==> config.mk <==
export PLATFORM = sky130hd
export DESIGN_NAME = dac_zero_mute
export DESIGN_NICKNAME = d
export VERILOG_FILES = /design/src/rtl/dac_zero_mute.sv
export SDC_FILE = /design/constraint.sdc
export NUM_CORES = 1
export LEC_CHECK = 0
export ABC_AREA = 0
export BUFFER_PORTS_ARGS = -buffer_cell sky130_fd_sc_hd__buf_2
export CAP_MARGIN = 0
export CORE_ASPECT_RATIO = 1.5
export CORE_MARGIN = 2
export CORE_UTILIZATION = 30
export CTS_CLUSTER_DIAMETER = 60
export CTS_CLUSTER_SIZE = 30
export DETAILED_ROUTE_END_ITERATION = 10
export PLACE_DENSITY_LB_ADDON = 0.3
export REMOVE_ABC_BUFFERS = 1
export SLEW_MARGIN = 30
export SYNTH_ARGS = -nofsm -noshare
export SYNTH_HDL_FRONTEND = slang
export SYNTH_SLANG_ARGS = --single-unit
==> constraint.sdc <==
create_clock -name clk -period 2.31 [get_ports clk]
set_input_delay 0.1155 -clock clk [delete_from_list [all_inputs] [get_ports clk]]
set_output_delay 0.1155 -clock clk [all_outputs]
set_load 0.03 [all_outputs]
==> src/rtl/dac_zero_mute.sv <==
module dac_zero_mute #(
  parameter int DATA_W   = 24,
  parameter int ZERO_RUN = 1024
) (
  input  logic              clk,
  input  logic              rst_n,
  input  logic              smp_valid,
  input  logic [DATA_W-1:0] pcm_left,
  input  logic [DATA_W-1:0] pcm_right,
  input  logic              dac_off,
  input  logic              amute_en,
  input  logic              dsd_mode,
  input  logic              fbyp_mode,
  input  logic              stereo_sel,
  input  logic              pin_out_sel,
  input  logic              par_bit,
  input  logic              pad_l_in,
  input  logic              pad_r_in,
  output logic [DATA_W-1:0] out_left,
  output logic [DATA_W-1:0] out_right,
  output logic              mute,
  output logic              zflag_left,
  output logic              zflag_right,
  output logic              pad_l_out,
  output logic              pad_r_out,
  output logic              pad_l_oe,
  output logic              pad_r_oe,
  output logic              bs_left,
  output logic              bs_right
);
  localparam int CNT_W = $clog2(ZERO_RUN + 1);
  localparam logic [CNT_W-1:0] RUN_END = CNT_W'(ZERO_RUN);

  logic [DATA_W-1:0] held_l, held_r;
  logic [CNT_W-1:0]  zcnt_l, zcnt_r;
  logic              auto_mute;
  logic              pad_l_data, pad_r_data;

  always_ff @(posedge clk or negedge rst_n) begin
    if (!rst_n) begin
      held_l <= '0;
      held_r <= '0;
      zcnt_l <= '0;
      zcnt_r <= '0;
    end else if (smp_valid) begin
      held_l <= pcm_left;
      held_r <= pcm_right;
      if (pcm_left != '0)       zcnt_l <= '0;
      else if (zcnt_l != RUN_END) zcnt_l <= zcnt_l + 1'b1;
      if (pcm_right != '0)      zcnt_r <= '0;
      else if (zcnt_r != RUN_END) zcnt_r <= zcnt_r + 1'b1;
    end
  end

  assign zflag_left  = (zcnt_l == RUN_END);
  assign zflag_right = (zcnt_r == RUN_END);
  assign auto_mute   = amute_en && !dsd_mode && zflag_left && zflag_right;
  assign mute        = dac_off || auto_mute;
  assign out_left    = mute ? '0 : held_l;
  assign out_right   = mute ? '0 : held_r;

  assign pad_l_oe   = pin_out_sel;
  assign pad_r_oe   = pin_out_sel;
  assign pad_l_out  = pin_out_sel && zflag_left;
  assign pad_r_out  = pin_out_sel && zflag_right;
  assign pad_l_data = !pin_out_sel && pad_l_in;
  assign pad_r_data = !pin_out_sel && pad_r_in;

  always_comb begin
    if (fbyp_mode) begin
      bs_left  = stereo_sel ? pad_l_data : par_bit;
      bs_right = stereo_sel ? pad_r_data : par_bit;
    end else if (dsd_mode) begin
      bs_left  = pad_l_data;
      bs_right = pad_r_data;
    end else begin
      bs_left  = 1'b0;
      bs_right = 1'b0;
    end
  end
endmodule

==> flow_summary.html, run 1 <==
<table>
<tr><th>Metric</th><th>Value</th></tr>
<tr><th colspan="2">Synthesis</th></tr>
<tr><td>Syn Inst Count</td><td>roughly 320</td></tr>
<tr><td>Number of register bits inferred by synthesis</td><td>70</td></tr>
<tr><td>Yosys warns</td><td>0</td></tr>
<tr><td>Netlist area before placement</td><td>0.00360 mm²</td></tr>
<tr><td>Most area-consuming cells after synthesis</td><td>dfrtp_1 49%, mux2_2 15%, and2_1 5.2%</td></tr>
<tr><td>Mean area per synthesized cell</td><td>11.1 µm²</td></tr>
<tr><td>Portion of synthesized cell area occupied by the leading cell type</td><td>between 40% and 50%</td></tr>
<tr><td>Synth cell types</td><td>44</td></tr>
<tr><td>Share of flip-flops with an asynchronous set or reset</td><td>100%</td></tr>
<tr><td>Fraction of the yosys area taken by sequential cells</td><td>48.6%</td></tr>
<tr><td>Dominant register cell in the synthesized netlist</td><td>dfrtp_1</td></tr>
<tr><td>Number of enable flip-flop cells after synthesis</td><td>0</td></tr>
<tr><td>Cell accounting for the most synthesized area</td><td>dfrtp_1</td></tr>
<tr><th colspan="2">Hold path</th></tr>
<tr><td>Class of the tightest hold or removal check</td><td>input port to flop</td></tr>
<tr><th colspan="2">Route</th></tr>
<tr><td>Detailed Route Iter0 Violations</td><td>107</td></tr>
<tr><td>DRC violations left</td><td>0</td></tr>
<tr><td>Via count</td><td>just under 3,000</td></tr>
<tr><td>Top metal layer carrying routed signals</td><td>met4</td></tr>
<tr><td>Average detailed-routed wire length per instance</td><td>14.8 µm</td></tr>
<tr><td>Count of nets left with antenna violations after detail routing</td><td>0</td></tr>
<tr><td>Routed wire length on met3</td><td>roughly 390 µm</td></tr>
<tr><td>Total wire length</td><td>9120 µm</td></tr>
<tr><td>Detailed-routing wirelength on met1</td><td>3670 µm</td></tr>
<tr><td>Post-DR vias/cell</td><td>4.86</td></tr>
<tr><td>Routed met2 length</td><td>4920 µm</td></tr>
<tr><td>1st-pass router iterations</td><td>4</td></tr>
<tr><th colspan="2">Cells and area</th></tr>
<tr><td># diodes</td><td>0</td></tr>
<tr><td>Layout cells sized above 1</td><td>56.2%</td></tr>
<tr><td>Net count reported at finish</td><td>520</td></tr>
<tr><td>Fin area</td><td>0.00519 mm²</td></tr>
<tr><td>Layout area overhead</td><td>44.0%</td></tr>
<tr><th colspan="2">Timing</th></tr>
<tr><td>Period minus WS final</td><td>around 2500 ps</td></tr>
<tr><td>Final worst clock skew</td><td>roughly 4.3 ps</td></tr>
<tr><td>Slew at the pin closest to its max-slew limit</td><td>662 ps</td></tr>
<tr><td>Final-report setup violation count</td><td>49</td></tr>
<tr><td>Number of hold violations in the final report</td><td>0</td></tr>
<tr><td>Worst-case setup margin in the final layout</td><td>-178 ps</td></tr>
<tr><td>Headroom to the max-slew limit</td><td>between 50% and 60%</td></tr>
<tr><td>Setup repair after global routing missed its margin</td><td>yes</td></tr>
<tr><td>Highest attainable clock frequency</td><td>around 400 MHz</td></tr>
<tr><td>Final total negative setup slack</td><td>-7150 ps</td></tr>
<tr><td>Pins over their slew limit</td><td>0</td></tr>
<tr><td>Share of the clock period used by the worst path</td><td>108%</td></tr>
<tr><td>Worst hold margin</td><td>around 34 ps</td></tr>
<tr><th colspan="2">Floorplanning</th></tr>
<tr><td>I/O pin total</td><td>about 120</td></tr>
<tr><td>DIE HEIGHT</td><td>138 µm</td></tr>
<tr><td>DIE AREA</td><td>around 0.013 mm²</td></tr>
<tr><td>Starting density of the core</td><td>30.5%</td></tr>
<tr><td>Num rows</td><td>49</td></tr>
<tr><td>Area inside the core boundary</td><td>0.0118 mm²</td></tr>
<tr><td>Die Width</td><td>93.5 µm</td></tr>
<tr><th colspan="2">Critical path</th></tr>
<tr><td>Element type at the critical path start</td><td>flop</td></tr>
<tr><td>Crit path DAT</td><td>roughly 2400 ps</td></tr>
<tr><td>Endpoint type of the worst setup path</td><td>output pin</td></tr>
<tr><td>Top fanout value on the critical path</td><td>21</td></tr>
<tr><td>Data required time of the worst path</td><td>2190 ps</td></tr>
<tr><td>Slack of the worst reg-to-reg path</td><td>240 ps</td></tr>
<tr><td>Crit Path Category</td><td>flop to output pin</td></tr>
<tr><th colspan="2">Clocking</th></tr>
<tr><td>Worst-skew pair later-pin latency</td><td>roughly 330 ps</td></tr>
<tr><td>CTS tree</td><td>built</td></tr>
<tr><td># H-tree levels</td><td>3</td></tr>
<tr><td>Clock-pin slew on the worst setup and hold paths</td><td>~60 ps</td></tr>
<tr><td>Root cell of the clock tree</td><td>clkbuf_16</td></tr>
<tr><td>Clock sink count</td><td>70</td></tr>
<tr><td>Number of buffers created by CTS</td><td>9</td></tr>
<tr><td>Buffer levels on the longest clock path</td><td>2</td></tr>
<tr><th colspan="2">Placed design</th></tr>
<tr><td># port buffers</td><td>between 100 and 150</td></tr>
<tr><td>Post-detail-place hpwl</td><td>6480 µm</td></tr>
<tr><td>Post-place instance area</td><td>0.00440 mm²</td></tr>
<tr><td>Weighted congestion at the end of routability-driven global placement</td><td>0.867</td></tr>
<tr><th colspan="2">GRT</th></tr>
<tr><td>Vias in the first global route</td><td>2,954</td></tr>
<tr><td>Number of antenna violations at the first check in global routing</td><td>0</td></tr>
<tr><td>Wire length of the first global-routing pass</td><td>~14,000 µm</td></tr>
<tr><td>Overflow left after global routing</td><td>0</td></tr>
<tr><td>GRT Overall Usage</td><td>between 10% and 20%</td></tr>
<tr><td>Maximum number of pins on one net before global-route repair</td><td>37</td></tr>
<tr><th colspan="2">Outcome</th></tr>
<tr><td>Run status</td><td>finished, violations left</td></tr>
<tr><td>Violated checks</td><td>setup timing</td></tr>
<tr><th colspan="2">Pwr</th></tr>
<tr><td>Leakage power of the design</td><td>2.39 nW</td></tr>
<tr><td>Worst supply voltage drop on vdd</td><td>386 µV</td></tr>
<tr><td>Power per cell area</td><td>between 600 and 700 mW/mm²</td></tr>
<tr><th colspan="2">Job</th></tr>
<tr><td>Total of max-cap violations</td><td>0</td></tr>
</table>
==> logic make-up after synthesis <==
family                     count (synthesis)  synth area share (%)
buffers and inverters                     26                  3.44
AOI/OAI and AO/OA                         39                  7.25
DFF                                       70                  48.6
muxes                                     55                  17.0
and+or+nand+nor                          130                  22.4
adders and majority gates                  4                  1.39
==> per-layer routing <==
metal | up-vias | track usage, %
met5 | - | 0
met4 | 0 | 4.57
met3 | 13 | 2.89
met2 | 83 | 25.0
met1 | 1459 | 16.6
li1 | 1429 | -
==> power breakdown <==
group | switching (mW) | internal (mW)
combinational | 0.321 | 0.334
clock | 0.490 | 0.971
sequential | 0.0418 | 1.31
==> layout by cell type (no fill, tap or decap), types with 7 or more instances in the layout <==
master and n:
nand3_1 11, clkbuf_16 10, buf_6 42, o2bb2ai_1 7, nor4_1 14, nor2_1 13
dfrtp_1 70, o21ai_0 13, inv_1 7, nand2_1 9, nor3_1 8, mux2_2 49
buf_4 15, and2_4 47, buf_2 74
==> state kept, by name, summed over array words and instances, names as in the netlist <==
| name | cells |
|---|---|
| held_r | 24 |
| zcnt_l | 11 |
| zcnt_r | 11 |
| held_l | 24 |
==> cell usage after synthesis (3+ instances only) <==
| library cell | number |
|---|---|
| nand3_1 | 11 |
| dfrtp_1 | 70 |
| nor4_1 | 14 |
| clkbuf_1 | 9 |
| and2_2 | 10 |
| mux2_2 | 49 |
| and3_1 | 3 |
| nor3b_1 | 3 |
| a21oi_1 | 4 |
| a22o_1 | 4 |
| nand4_1 | 6 |
| ha_1 | 4 |
| inv_1 | 10 |
| nor2_1 | 13 |
| mux2i_1 | 6 |
| buf_1 | 3 |
| and2_4 | 10 |
| nand2_1 | 9 |
| nor3_1 | 8 |
| o2bb2ai_1 | 7 |
| and2_1 | 30 |
| o21ai_0 | 13 |
==> final timing paths <==
kind / from / end / cells after the start
worst max-delay path: zcnt_l[0] / out_right[22] / 9
worst min-delay path: pcm_right[22] / held_r[22] / 2
worst max register to register: zcnt_l[0] / zcnt_l[0] / 8
worst min register to register: held_r[2] / held_r[2] / 1
max in group asynchronous: rst_n / held_l[10] / 3
min in group asynchronous: rst_n / held_r[16] / 2
==> repair_timing <==
| action | 4_1_cts | 5_1_grt |
|---|---|---|
| pin swaps | 2 | 2 |
| hold endpoints to repair | 26 | 0 |
| gates resized for setup | 119 | 14 |
| endpoints found under the setup margin | 50 | 50 |
| buffers inserted | 6 | 3 |
| cloned | 1 | 1 |
| hold buffers | 1 | 0 |
==> cell type report <==
type	count	area (µm²)
Timing Repair Buffer	137	1070
Clock inverter	4	70.1
Sequential cell	70	1750
Fill cell	1093	6640
Multi-Input combinational cell	228	1830
Tap cell	153	191
Clock buffer	12	246
Inverter	10	37.5
==> worst max-delay path, cell delays in order (launching register included) <==
cell and delay, ps:
dfrtp_1 390, inv_2 60, ha_2 140, or4b_4 460, nor4_4 260, a21oi_4 120
buf_8 150, buf_12 150, and2_4 160, buf_6 130
==> per-stage QoR <==
stage / total power [mW] / utilization [%] / instances / setup WS (ps)
after CTS: 3.51 / 43.6 / 612 / -224
final: 3.47 / 43.9 / 614 / -178
after floorplan: 1.67 / - / 308 / -172
after detailed placement: 1.90 / 37.1 / 588 / -116
after global routing: 3.61 / 43.9 / 614 / -261
after global placement: 1.88 / 36.9 / 586 / -22.7
Note: power is estimated with default switching activity, not from simulation.
==> run 2, diff against run 1 <==
RECOVER_POWER = 50   (was default)
==> flow_summary.html, run 2 (synthesis gave the netlist of run 1 again) <==
<table>
<tr><th>Metric</th><th>Value</th></tr>
<tr><th colspan="2">Outcome</th></tr>
<tr><td>Run status</td><td>finished, violations left</td></tr>
<tr><td>Violated checks</td><td>capacitance limit, slew limit, setup timing</td></tr>
<tr><th colspan="2">Placed design</th></tr>
<tr><td>Post-detail-place hpwl</td><td>~6500 µm</td></tr>
<tr><td>Setup slack after placement</td><td>-116 ps</td></tr>
<tr><td>Weighted congestion at the end of routability-driven global placement</td><td>0.867</td></tr>
<tr><td># port buffers</td><td>116</td></tr>
<tr><td>Post-place instance area</td><td>~0.0044 mm²</td></tr>
<tr><th colspan="2">Floorplanning</th></tr>
<tr><td>DIE AREA</td><td>0.0129 mm²</td></tr>
<tr><td>Area inside the core boundary</td><td>0.0118 mm²</td></tr>
<tr><td>Starting density of the core</td><td>30.5%</td></tr>
<tr><td>I/O pin total</td><td>117</td></tr>
<tr><td>Num rows</td><td>49</td></tr>
<tr><td>Die Width</td><td>93.5 µm</td></tr>
<tr><td>DIE HEIGHT</td><td>roughly 140 µm</td></tr>
<tr><th colspan="2">Critical path</th></tr>
<tr><td>Startpoint of the worst setup timing path</td><td>zcnt_l[0]</td></tr>
<tr><td>Top fanout value on the critical path</td><td>21</td></tr>
<tr><td>Number of cell instances on the worst register-to-register path</td><td>8</td></tr>
<tr><td>Worst R2R Start</td><td>zcnt_l[0]</td></tr>
<tr><td>Endpoint type of the worst setup path</td><td>output pin</td></tr>
<tr><td>Element type at the critical path start</td><td>flop</td></tr>
<tr><td>Crit path DAT</td><td>2370 ps</td></tr>
<tr><td>Worst r2r dst</td><td>zcnt_l[0]</td></tr>
<tr><td>Slack of the worst reg-to-reg path</td><td>~240 ps</td></tr>
<tr><td>Crit path capture</td><td>out_right[22]</td></tr>
<tr><td>Crit Path Category</td><td>flop to output pin</td></tr>
<tr><td>Data required time of the worst path</td><td>2190 ps</td></tr>
<tr><th colspan="2">Route</th></tr>
<tr><td>Count of nets left with antenna violations after detail routing</td><td>0</td></tr>
<tr><td>Post-DR vias/cell</td><td>4.86</td></tr>
<tr><td>Total wire length</td><td>approximately 9100 µm</td></tr>
<tr><td>1st-pass router iterations</td><td>4</td></tr>
<tr><td>DRC violations left</td><td>0</td></tr>
<tr><td>Average detailed-routed wire length per instance</td><td>14.8 µm</td></tr>
<tr><td>Via count</td><td>2,984</td></tr>
<tr><td>Detailed Route Iter0 Violations</td><td>about 110</td></tr>
<tr><th colspan="2">Hold path</th></tr>
<tr><td>Class of the tightest hold or removal check</td><td>input port to flop</td></tr>
<tr><th colspan="2">Clocking</th></tr>
<tr><td>Buffer levels on the longest clock path</td><td>2</td></tr>
<tr><td>Number of buffers created by CTS</td><td>9</td></tr>
<tr><td># H-tree levels</td><td>3</td></tr>
<tr><td>Clock sink count</td><td>70</td></tr>
<tr><td>CTS tree</td><td>built</td></tr>
<tr><td>Worst-skew pair later-pin latency</td><td>~330 ps</td></tr>
<tr><td>Clock-pin slew on the worst setup and hold paths</td><td>60 ps</td></tr>
<tr><td>Root cell of the clock tree</td><td>clkbuf_16</td></tr>
<tr><th colspan="2">GRT</th></tr>
<tr><td>GRT Overall Usage</td><td>14.0%</td></tr>
<tr><td>Vias in the first global route</td><td>just under 3,000</td></tr>
<tr><td>Maximum number of pins on one net before global-route repair</td><td>37</td></tr>
<tr><td>Number of antenna violations at the first check in global routing</td><td>0</td></tr>
<tr><td>Wire length of the first global-routing pass</td><td>14,500 µm</td></tr>
<tr><td>Overflow left after global routing</td><td>0</td></tr>
<tr><th colspan="2">Cells and area</th></tr>
<tr><td>Fin area</td><td>0.00518 mm²</td></tr>
<tr><td>Net count reported at finish</td><td>520</td></tr>
<tr><td>Top Registers</td><td>held_l x24, held_r x24</td></tr>
<tr><td># diodes</td><td>0</td></tr>
<tr><td>Layout cells sized above 1</td><td>55.3%</td></tr>
<tr><td>Final Util</td><td>43.8%</td></tr>
<tr><td>Commonest cells after routing, fill and taps aside</td><td>70 x dfrtp_1, 70 x buf_2, 49 x mux2_2, 47 x and2_4, 42 x buf_6</td></tr>
<tr><td>Layout area overhead</td><td>43.8%</td></tr>
<tr><th colspan="2">Timing</th></tr>
<tr><td>Highest attainable clock frequency</td><td>402 MHz</td></tr>
<tr><td>Worst-case setup margin in the final layout</td><td>-178 ps</td></tr>
<tr><td>Final total negative setup slack</td><td>-7150 ps</td></tr>
<tr><td>Headroom to the max-slew limit</td><td>-5.95%</td></tr>
<tr><td>Final-report setup violation count</td><td>between 40 and 50</td></tr>
<tr><td>Setup repair after global routing missed its margin</td><td>yes</td></tr>
<tr><td>Slew at the pin closest to its max-slew limit</td><td>around 1600 ps</td></tr>
<tr><td>Final worst clock skew</td><td>4.29 ps</td></tr>
<tr><td>Period minus WS final</td><td>2490 ps</td></tr>
<tr><td>Number of hold violations in the final report</td><td>0</td></tr>
<tr><td>Pins over their slew limit</td><td>29</td></tr>
<tr><td>Share of the clock period used by the worst path</td><td>108%</td></tr>
<tr><th colspan="2">Job</th></tr>
<tr><td>Total of max-cap violations</td><td>1</td></tr>
<tr><th colspan="2">Pwr</th></tr>
<tr><td>Clock share of power</td><td>42.1%</td></tr>
<tr><td>Switching power</td><td>approximately 850 µW</td></tr>
<tr><td>Worst supply voltage drop on vdd</td><td>386 µV</td></tr>
<tr><td>Leakage power of the design</td><td>2.38 nW</td></tr>
<tr><td>Power per cell area</td><td>roughly 670 mW/mm²</td></tr>
<tr><td>Register share of total power</td><td>just under 40%</td></tr>
<tr><td>Comb power frac</td><td>a little under a fifth</td></tr>
<tr><td>Switching share of power</td><td>24.6%</td></tr>
<tr><td>Internal power component</td><td>roughly 2.6 mW</td></tr>
</table>
run 2: cell types whose count changed in the layout (fill, tap and decap cells not counted), sizes merged:
cell,previous run,this run
buf,135,130
clkbuf,13,18
run 2: how the worst min path moves through the flow:
| stage | endpoint | from | cells past startpoint | slack [ps] |
|---|---|---|---|---|
| global route | held_r[17] | pcm_right[17] | 2 | 30 |
| finish | held_r[22] | pcm_right[22] | 2 | 30 |
| global placement | held_r[16] | rst_n | 1 | 170 |
| CTS | held_r[22] | pcm_right[22] | 2 | 20 |
| detailed placement | held_r[16] | rst_n | 1 | 180 |
| floorplan | held_l[0] | rst_n | 0 | -180 |
run 2: layer usage:
metal  track usage, %  vias up  part of all wire, %
met4             4.57        0                  1.5
met5                0        -                    0
met1             16.6     1459                   40
met3             2.89       13                  4.2
li1                 -     1429                    -
met2             25.0       83                   54
run 2: area by class of cell:
cell class,instances,area (µm²)
fill,1095,6650
multi-input combinational,228,1830
sequential,70,1750
timing repair buffer,137,1060
clock buffer,12,246
tap,153,191
clock inverter,4,70.1
inverter,10,37.5
run 2: critical path, cell delays in order, from the launching register on:
cell and delay [ps]:
dfrtp_1 390, inv_2 60, ha_2 140, or4b_4 460, nor4_4 260, a21oi_4 120, buf_8 150, buf_12 150
and2_4 160, buf_6 130
run 2: what timing repair did:
item / CTS / global route
pin swaps: 2 / 2
hold buffers: 1 / 0
gates cloned: 1 / 1
gates resized for setup: 119 / 14
endpoints found under the setup margin: 50 / 50
hold endpoints to repair: 26 / 0
buffers inserted: 6 / 3
run 2: power by group through the flow:
stage / Combinational [mW] / Sequential (mW) / Clock [mW]
final: 0.654 / 1.35 / 1.46
after global routing: 0.695 / 1.36 / 1.55
after CTS: 0.656 / 1.35 / 1.50
after detailed placement: 0.524 / 1.37 / 0
after global placement: 0.513 / 1.37 / 0
after floorplan: 0.316 / 1.36 / 0
run 2: stage by stage:
step | cells | power [mW] | hold slack [ps]
after detailed placement | 588 | 1.90 | 183
after floorplan | 308 | 1.67 | -180
after CTS | 612 | 3.51 | 21.9
final | 614 | 3.47 | 33.9
after global routing | 614 | 3.61 | 29.1
after global placement | 586 | 1.88 | 168
